### src/rtl/progHostPkg.sv
package progHostPkg;
  localparam int CODE_BITS      = 4;
  localparam int LONG_CODE_BITS = 9;
  localparam int WORD_BITS      = 24;
  localparam int IDLE_BITS      = 8;
  localparam int READ_BITS      = 16;

  localparam int SHORT_EXEC_LEN = CODE_BITS + WORD_BITS;
  localparam int LONG_EXEC_LEN  = LONG_CODE_BITS + WORD_BITS;
  localparam int READ_LEN       = CODE_BITS + IDLE_BITS + READ_BITS;
  localparam int READ_START     = CODE_BITS + IDLE_BITS;
  localparam int FRAME_W        = LONG_EXEC_LEN;
  localparam int IDX_W          = $clog2(FRAME_W);

  localparam logic [CODE_BITS-1:0] EXEC_CODE = 4'b0000;
  localparam logic [CODE_BITS-1:0] READ_CODE = 4'b0001;

  typedef enum logic [1:0] {LD_EXEC, LD_EXEC_LONG, LD_READ} loadKindT;

  typedef struct packed {
    logic     load;
    loadKindT kind;
    logic     enable;
    logic     readPhase;
    logic     lastRead;
  } ctrlStrobeT;
endpackage

### src/rtl/progHostCtrl.sv
module progHostCtrl
  import progHostPkg::*;
(
  input  logic       clk,
  input  logic       rstN,
  input  logic       startSession,
  input  logic       reqValid,
  input  logic       reqIsRead,
  input  logic       riseTick,
  input  logic       fallTick,
  output logic       reqReady,
  output ctrlStrobeT strobe
);
  logic             running;
  logic             isRead;
  logic             firstPending;
  logic [IDX_W-1:0] bitIdx;
  logic [IDX_W-1:0] lastIdx;
  logic             endFrame;
  logic             accept;
  loadKindT         kind;

  assign endFrame = running && fallTick && (bitIdx == lastIdx);
  assign reqReady = !running || endFrame;
  assign accept   = reqValid && reqReady;

  always_comb begin
    if (reqIsRead)         kind = LD_READ;
    else if (firstPending) kind = LD_EXEC_LONG;
    else                   kind = LD_EXEC;
  end

  always_comb begin
    strobe.load      = accept;
    strobe.kind      = kind;
    strobe.enable    = running;
    strobe.readPhase = running && isRead && (bitIdx >= IDX_W'(READ_START));
    strobe.lastRead  = (bitIdx == IDX_W'(READ_LEN - 1));
  end

  always_ff @(posedge clk) begin
    if (!rstN) begin
      running <= 1'b0;
      isRead  <= 1'b0;
      bitIdx  <= '0;
      lastIdx <= '0;
    end else if (accept) begin
      running <= 1'b1;
      isRead  <= reqIsRead;
      bitIdx  <= '0;
      case (kind)
        LD_EXEC_LONG: lastIdx <= IDX_W'(LONG_EXEC_LEN - 1);
        LD_READ:      lastIdx <= IDX_W'(READ_LEN - 1);
        default:      lastIdx <= IDX_W'(SHORT_EXEC_LEN - 1);
      endcase
    end else if (endFrame) begin
      running <= 1'b0;
    end else if (running && fallTick) begin
      bitIdx <= bitIdx + 1'b1;
    end
  end

  always_ff @(posedge clk) begin
    if (!rstN)                    firstPending <= 1'b1;
    else if (startSession)        firstPending <= 1'b1;
    else if (accept && !reqIsRead) firstPending <= 1'b0;
  end

  logic unusedRise;
  assign unusedRise = riseTick;
endmodule

### src/rtl/progHostDatapath.sv
module progHostDatapath
  import progHostPkg::*;
#(
  parameter int HALF_DIV = 4
) (
  input  logic                 clk,
  input  logic                 rstN,
  input  ctrlStrobeT           strobe,
  input  logic [WORD_BITS-1:0] reqWord,
  input  logic                 pgDataIn,
  output logic                 riseTick,
  output logic                 fallTick,
  output logic                 pgClk,
  output logic                 pgDataOut,
  output logic                 pgDataOe,
  output logic                 rdValid,
  output logic [READ_BITS-1:0] rdData
);
  localparam int DIV_W = $clog2(HALF_DIV + 1);

  logic [DIV_W-1:0]     divCnt;
  logic [FRAME_W-1:0]   txShift;
  logic [FRAME_W-1:0]   frameImage;
  logic [READ_BITS-1:0] rxShift;
  logic                 tick;

  assign tick     = strobe.enable && (divCnt == DIV_W'(HALF_DIV - 1));
  assign riseTick = tick && !pgClk;
  assign fallTick = tick && pgClk;

  always_comb begin
    case (strobe.kind)
      LD_EXEC_LONG: frameImage = FRAME_W'({reqWord, LONG_CODE_BITS'(EXEC_CODE)});
      LD_READ:      frameImage = FRAME_W'(READ_CODE);
      default:      frameImage = FRAME_W'({reqWord, EXEC_CODE});
    endcase
  end

  always_ff @(posedge clk) begin
    if (!rstN) begin
      divCnt  <= '0;
      pgClk   <= 1'b0;
      txShift <= '0;
    end else if (strobe.load) begin
      divCnt  <= '0;
      pgClk   <= 1'b0;
      txShift <= frameImage;
    end else if (strobe.enable) begin
      if (tick) begin
        divCnt <= '0;
        pgClk  <= !pgClk;
      end else begin
        divCnt <= divCnt + 1'b1;
      end
      if (fallTick) txShift <= txShift >> 1;
    end
  end

  always_ff @(posedge clk) begin
    if (!rstN) begin
      rxShift <= '0;
      rdData  <= '0;
      rdValid <= 1'b0;
    end else begin
      rdValid <= 1'b0;
      if (riseTick && strobe.readPhase) begin
        rxShift <= {pgDataIn, rxShift[READ_BITS-1:1]};
        if (strobe.lastRead) begin
          rdData  <= {pgDataIn, rxShift[READ_BITS-1:1]};
          rdValid <= 1'b1;
        end
      end
    end
  end

  assign pgDataOut = txShift[0];
  assign pgDataOe  = !strobe.readPhase;
endmodule

### src/rtl/progHostSeq.sv
module progHostSeq
  import progHostPkg::*;
#(
  parameter int HALF_DIV = 4
) (
  input  logic                 clk,
  input  logic                 rstN,
  input  logic                 startSession,
  input  logic                 reqValid,
  output logic                 reqReady,
  input  logic                 reqIsRead,
  input  logic [WORD_BITS-1:0] reqWord,
  output logic                 rdValid,
  output logic [READ_BITS-1:0] rdData,
  output logic                 pgClk,
  output logic                 pgDataOut,
  output logic                 pgDataOe,
  input  logic                 pgDataIn
);
  ctrlStrobeT strobe;
  logic       riseTick;
  logic       fallTick;

  progHostCtrl u_ctrl (
    .clk(clk), .rstN(rstN), .startSession(startSession),
    .reqValid(reqValid), .reqIsRead(reqIsRead),
    .riseTick(riseTick), .fallTick(fallTick),
    .reqReady(reqReady), .strobe(strobe)
  );

  progHostDatapath #(.HALF_DIV(HALF_DIV)) u_dp (
    .clk(clk), .rstN(rstN), .strobe(strobe), .reqWord(reqWord),
    .pgDataIn(pgDataIn), .riseTick(riseTick), .fallTick(fallTick),
    .pgClk(pgClk), .pgDataOut(pgDataOut), .pgDataOe(pgDataOe),
    .rdValid(rdValid), .rdData(rdData)
  );
endmodule

### config.mk
export PLATFORM = sky130hd
export DESIGN_NAME = progHostSeq
export DESIGN_NICKNAME = d
export VERILOG_FILES = /design/src/rtl/progHostPkg.sv /design/src/rtl/progHostCtrl.sv /design/src/rtl/progHostDatapath.sv /design/src/rtl/progHostSeq.sv
export SDC_FILE = /design/constraint.sdc
export NUM_CORES = 1
export LEC_CHECK = 0
export ABC_CLOCK_PERIOD_IN_PS = 4300
export BUFFER_PORTS_ARGS = -buffer_cell sky130_fd_sc_hd__buf_2
export CELL_PAD_IN_SITES_DETAIL_PLACEMENT = 1
export CELL_PAD_IN_SITES_GLOBAL_PLACEMENT = 1
export CORE_ASPECT_RATIO = 0.7
export CORE_MARGIN = 10
export CORE_UTILIZATION = 40
export CTS_CLUSTER_DIAMETER = 30
export CTS_CLUSTER_SIZE = 40
export DETAILED_ROUTE_END_ITERATION = 8
export PLACE_DENSITY_LB_ADDON = 0.1
export SLEW_MARGIN = 30
export SYNTH_ARGS = -nofsm -noshare
export SYNTH_HDL_FRONTEND = slang
export SYNTH_SLANG_ARGS = --single-unit
### constraint.sdc
create_clock -name clk -period 4.3 [get_ports clk]
set_clock_uncertainty 0.15 [all_clocks]
set_input_delay 0.43 -clock clk [delete_from_list [all_inputs] [get_ports clk]]
set_output_delay 0.43 -clock clk [all_outputs]
set_load 0.05 [all_outputs]
; ---- Word level (Yosys, flattened, before mapping)
; Index checks and enable logic that the tools add are counted.
[word_totals]
rom_bits = 0
ram_bits = 0
mem_count = 0
latch_bits = 0
regBits = 85
[classes]
div = 0
n_addsub = 2
n_mul = 0
bitwise_logic = 2
reduce_logical = 25
muxes = 11
magnitude_cmp = 1
eq_ne = 5
shifts = 0
[op_table]
columns = operator, count
row1 = 33-bit two-way mux, 3
row2 = 33-bit one-hot mux with 2 select lines, 1
row3 = 1-bit logical AND, 10
row4 = 2-bit AND reduction, 5
row5 = "6-bit by 1-bit adder with 6-bit output, second input constant", 1
row6 = "6-bit by 5-bit == test with 1-bit output, second input constant", 1
row7 = 6-bit == test, 1
row8 = "6-bit by 4-bit greater-or-equal comparator with 1-bit output, second input constant", 1
row9 = 6-bit two-way mux, 1
row10 = 2-bit nonzero test, 3
row11 = 1-bit logical NOT, 4
row12 = 1-bit two-way mux, 4
row13 = 2-bit OR reduction, 2
row14 = "3-bit by 1-bit adder with 3-bit output, second input constant", 1
row15 = "3-bit by 2-bit == test with 1-bit output, second input constant", 1
row16 = 3-bit two-way mux, 1
row17 = "2-bit by 1-bit == test with 1-bit output, second input constant", 1
row18 = "2-bit == test, second input constant", 1
row19 = 2-bit two-way mux, 1
row20 = 1-bit inverter, 2
row21 = 1-bit logical OR, 1

; ---- Longest topological paths before layout
[logic_depth]
word_depth = 9
mapped_depth = 9

; ---- Cells and area by module
; From an unflattened synthesis, not the netlist that was laid out.
[unflattened]
cells_unflattened = 411
hier_area_um2 = 3713.6
[modules_own_cells]
columns = mod, cells_each, seq_area_each_um2, area_per_inst_um2, instances
row1 = progHostDatapath, 333, 1381.3, 3075.4, 1
row2 = progHostCtrl, 78, 220.2, 638.1, 1

; ---- Worst setup path before layout
; Ideal clock, no wire load.
[synth_path]
kind = reg-to-reg
startpoint = register u_dp.pgClk
endpoint = register u_dp.txShift[18]
path_slack_ns = 1.799
setup_ns = 0.059
synth_period_minus_slack_ns = 2.501
required_time_ns = 4.091
arrival_ns = 2.292
path_stages_with_launch = 7
path_cell_list = dfxtp_1 nand4b_4 or4_4 o21a_4 nor3b_4 buf_6 a221o_1
[synth_between]
elab_chain_len = 7
elab_cells_between_ends = 9
cone_classes = mux: 1 / reduce/logical: 8
[synth_lines]
columns = item, line_no
row1 = "start, declared", progHostDatapath.sv:13  ; output logic pgClk,
row2 = "start signal, assigned", progHostDatapath.sv:51  ; pgClk <= !pgClk;
row3 = 1-bit logical AND *, progHostDatapath.sv:29  ; assign fallTick = tick && pgClk;
row4 = 1-bit logical AND (2 in series), progHostCtrl.sv:23  ; assign endFrame = running && fallTick && (bitIdx == lastIdx);
row5 = 1-bit logical OR, progHostCtrl.sv:24  ; assign reqReady = !running || endFrame;
row6 = 1-bit logical AND, progHostCtrl.sv:25  ; assign accept = reqValid && reqReady;
row7 = 2-bit nonzero test (no source line), -
row8 = 2-bit AND reduction (no source line), -
row9 = "end signal, assigned", progHostDatapath.sv:47  ; txShift <= frameImage;
row10 = "end signal, assigned", progHostDatapath.sv:55  ; if (fallTick) txShift <= txShift >> 1;
row11 = "end, declared", progHostDatapath.sv:22  ; logic [FRAME_W-1:0] txShift;
; Mark *: on every way between the ends. The rest lies on a longest branch, timed or not.
; A chain may end at the register's enable or synchronous reset.

; ---- Worst setup path in the final report
[layout_path]
startpoint = register u_dp.divCnt[0]
endpoint = register u_dp.txShift[27]
[layout_between]
elab_chain_len = 9
elab_cells_between_ends = 11
cone_classes = eq/ne: 1 / mux: 1 / reduce/logical: 9
[layout_lines]
columns = item, line_no
row1 = "start, declared", progHostDatapath.sv:21  ; logic [DIV_W-1:0] divCnt;
row2 = "start signal, assigned", progHostDatapath.sv:53  ; divCnt <= divCnt + 1'b1;
row3 = 3-bit by 2-bit == test with 1-bit output *, progHostDatapath.sv:27  ; assign tick = strobe.enable && (divCnt == DIV_W'(HALF_DIV - 1));
row4 = 1-bit logical AND *, progHostDatapath.sv:27
row5 = 1-bit logical AND *, progHostDatapath.sv:29
row6 = 1-bit logical AND (2 in series), progHostCtrl.sv:23
row7 = 1-bit logical OR, progHostCtrl.sv:24
row8 = 1-bit logical AND, progHostCtrl.sv:25
row9 = 2-bit nonzero test (no source line), -
row10 = 2-bit AND reduction (no source line), -
; Marks and branches as above.

==> out/qor.csv <==
stage;metric;value;unit
critical_path;slowest_stage;nor3b_4;
clock_tree;clock_path_buffers;2;
timing;fin_ws;1.428;ns
logic_synthesis;syn_area;3667;um2
timing;finalHoldViolations;0;
floorplanning;die_h;100.1;um
clock_tree;cts_buffers;9;
layout;num-nets-final;443;
layout;mostFrequentLayoutCell;dfxtp_1;
clock_tree;h-tree-depth;3;
timing;slew_headroom;38.74;%
timing;worstMarginPinSlew;0.9176;ns
critical_path;worst-path-buf-inv;0;
timing;final.setup.tns;0;ns
timing;setup_viol;0;
timing;rsz0062_at_grt;false;
detailed_routing;avgRoutedWirePerCell;17.77;um
clock_tree;hold_buffers;0;
detailed_routing;viasPerCell;5.284;
layout;fin_util;48.01;%
floorplanning;start_util;40.75;%
placement;port_buffers;50;
critical_path;startpoint_type;flip-flop;
clock_tree;cts_setup_buffers;0;
global_routing;track_usage;14.44;%
critical_path;crit_path_cell_trace;ha_1, nand4b_4, or4_4, o21a_4, nor3b_4, a221o_1;
global_routing;grt_antenna_before_repair;0;
timing;max_freq;348.2;MHz
clock_tree;ctsResizeCount;0;
clock_tree;root_buffer;clkbuf_16;
global_routing;grt_pass1_vias;2965;
floorplanning;dieArea;13460;um2
detailed_routing;firstDrtPassIters;4;
detailed_routing;post-route-drc-count;0;
power;ir_drop;0.0001579;V
layout;area_delta_synth_final;17.81;%
logic_synthesis;syn_area_per_cell;9.938;um2
layout;fillCellCount;1044;
critical_path;critPathKind;flip-flop to flip-flop;
detailed_routing;dr_total_vias;2843;
layout;diodes;0;
detailed_routing;drt_wl_total;9561;um
placement;gp_congestion;0.7660;
timing;period_needed;2.872;ns
floorplanning;row_count;29;
logic_synthesis;synth_cell_types;40;
layout;final_cell_mix;80 x dfxtp_1, 53 x nor2b_1, 50 x buf_2;
critical_path;critPathLaunch;u_dp.divCnt[0];
run_status;status;finished clean;
power;p_per_area;395.4;nW/um2
critical_path;cp.required;4.42;ns
clock_tree;cts_tree;done;
floorplanning;coreArea;8999;um2
critical_path;slowest_delay;0.72;ns
power;power.total;1708;uW
logic_synthesis;yosysWarnings;0;
timing;fin_crit_sh;66.78;%
placement;hpwl;6771;um
layout;drive_gt1_share;23.67;%
logic_synthesis;syn-num-nets;402;
power;p_leak;0.001601;uW
critical_path;cp_max_fo;19;
run;cap_viol_max_count;0;
critical_path;cp.arrival;2.99;ns
floorplanning;die_x;134.4;um
min_path;min_from;startSession;
detailed_routing;initialDrtViolationCount;142;
floorplanning;pin_count;51;
global_routing;grt-ovfl-total;0;
global_routing;grt_max_degree;48;
clock_tree;clock_latency;0.33;ns
critical_path;cpLargestDelayFamily;simple AND/OR/NAND/NOR gates;
logic_synthesis;ys_seq_area_share;43.67;%
min_path;holdCritPathClass;input port to flip-flop;
global_routing;grt_pass1_wl;15790;um
logic_synthesis;synth_edf_count;0;
logic_synthesis;syn_inst;369;
clock_tree;cts_sinks;80;
critical_path;r2r_start;u_dp.divCnt[0];
detailed_routing;antenna_left;0;
logic_synthesis;async_flop_share;0;%
timing;drv_slew;0;
placement;post-place-ws;1.442;ns
clock_tree;clk_pin_slew;0.06;ns
critical_path;end_kind;flip-flop;
logic_synthesis;ys.flop_type;dfxtp_1;
logic_synthesis;ys_seq_elements;80;
[worst register-to-register path, stage by stage, from the launching register on]
cell and delay, ns:
dfxtp_1 0.34, ha_1 0.29, nand4b_4 0.22, or4_4 0.55, o21a_4 0.28, nor3b_4 0.72
a221o_1 0.27
[where the power goes]
part           switching, uW  total [uW]  internal (uW)
Clock                    282         817            536
Sequential              16.4         775            759
Combinational           64.3         115           50.9
Total                    362        1710           1350
[kinds of logic after synthesis]
kind of cell / Yosys count / synth area share (%)
AND/OR/NAND/NOR: 113 / 18.39
AO/OA/AOI/OAI: 86 / 16.96
flip-flops: 80 / 43.67
multiplexers: 52 / 14.88
buffers and inverters: 29 / 3.650
XOR/XNOR: 6 / 1.433
adder cells (fa/ha/maj): 3 / 1.024
[stage by stage]
| step | instances | hold WS (ns) | area (um2) |
|---|---|---|---|
| 2_1_floorplan | 369 | 0.2884 | 3667 |
| 3_3_place_gp | 523 | 0.3160 | 3998 |
| 6_report | 538 | 0.1517 | 4320 |
| 4_1_cts | 538 | 0.1409 | 4320 |
| 5_1_grt | 538 | 0.1421 | 4320 |
| 3_5_place_dp | 523 | 0.3329 | 3999 |
[final timing paths]
check	end	cells past startpoint	slack, ns
hold / removal	u_ctrl.firstPending	2	0.15
hold reg to reg	u_dp.divCnt[1]	2	0.33
setup reg to reg	u_dp.txShift[27]	6	1.43
setup / recovery	u_dp.txShift[27]	6	1.43
[synth_stat cells, drive strengths merged (2+ instances only)]
| cell type | number | share of area (%) |
|---|---|---|
| o21ai | 17 | 2.3 |
| buf | 9 | 1.6 |
| mux2i | 32 | 8.7 |
| nand3b | 3 | 0.61 |
| a22oi | 21 | 4.3 |
| dfxtp | 80 | 44 |
| a21boi | 3 | 0.61 |
| clkbuf | 16 | 1.6 |
| xnor2 | 2 | 0.48 |
| a21oi | 19 | 2.7 |
| or4 | 2 | 0.61 |
| nand3 | 15 | 2.0 |
| and2 | 2 | 0.34 |
| inv | 4 | 0.41 |
| mux2 | 20 | 6.1 |
| xor2 | 4 | 0.96 |
| a211o | 2 | 0.48 |
| and3 | 4 | 0.68 |
| nor2b | 53 | 9.0 |
| ha | 3 | 1.0 |
| nand2 | 14 | 1.4 |
| nor2 | 11 | 1.1 |
| nand4 | 2 | 0.34 |
| a221o | 18 | 4.9 |
| nand2b | 2 | 0.34 |
[layer usage]
layer / GRT usage, % / wire length (um)
met1: 20.40 / 5001
met2: 20.64 / 4108
met3: 4.341 / 361
met4: 4.003 / 89
met5: 0 / 0
[flip-flops by register name, indices dropped and copies added, names as in the netlist]
signal and flops:
u_ctrl.lastIdx 2, u_dp.rdValid 1, u_dp.pgClk 1, u_ctrl.running 1, u_ctrl.bitIdx 6, u_dp.divCnt 3, u_dp.rdData 16, u_dp.rxShift 15
u_ctrl.isRead 1, u_ctrl.firstPending 1, u_dp.txShift 33
[layout make-up]
cell class / count / area, um2 / share of cell area (%)
clock buffer: 12 / 256.5 / 5.937
clock inverter: 3 / 65.06 / 1.506
inverter: 4 / 15.01 / 0.3475
multi-input combinational: 260 / 1939 / 44.89
sequential: 80 / 1602 / 37.07
tap: 124 / 155.1 / 3.591
timing repair buffer: 55 / 287.8 / 6.661
No activity file was read; power rests on OpenSTA's default activity.
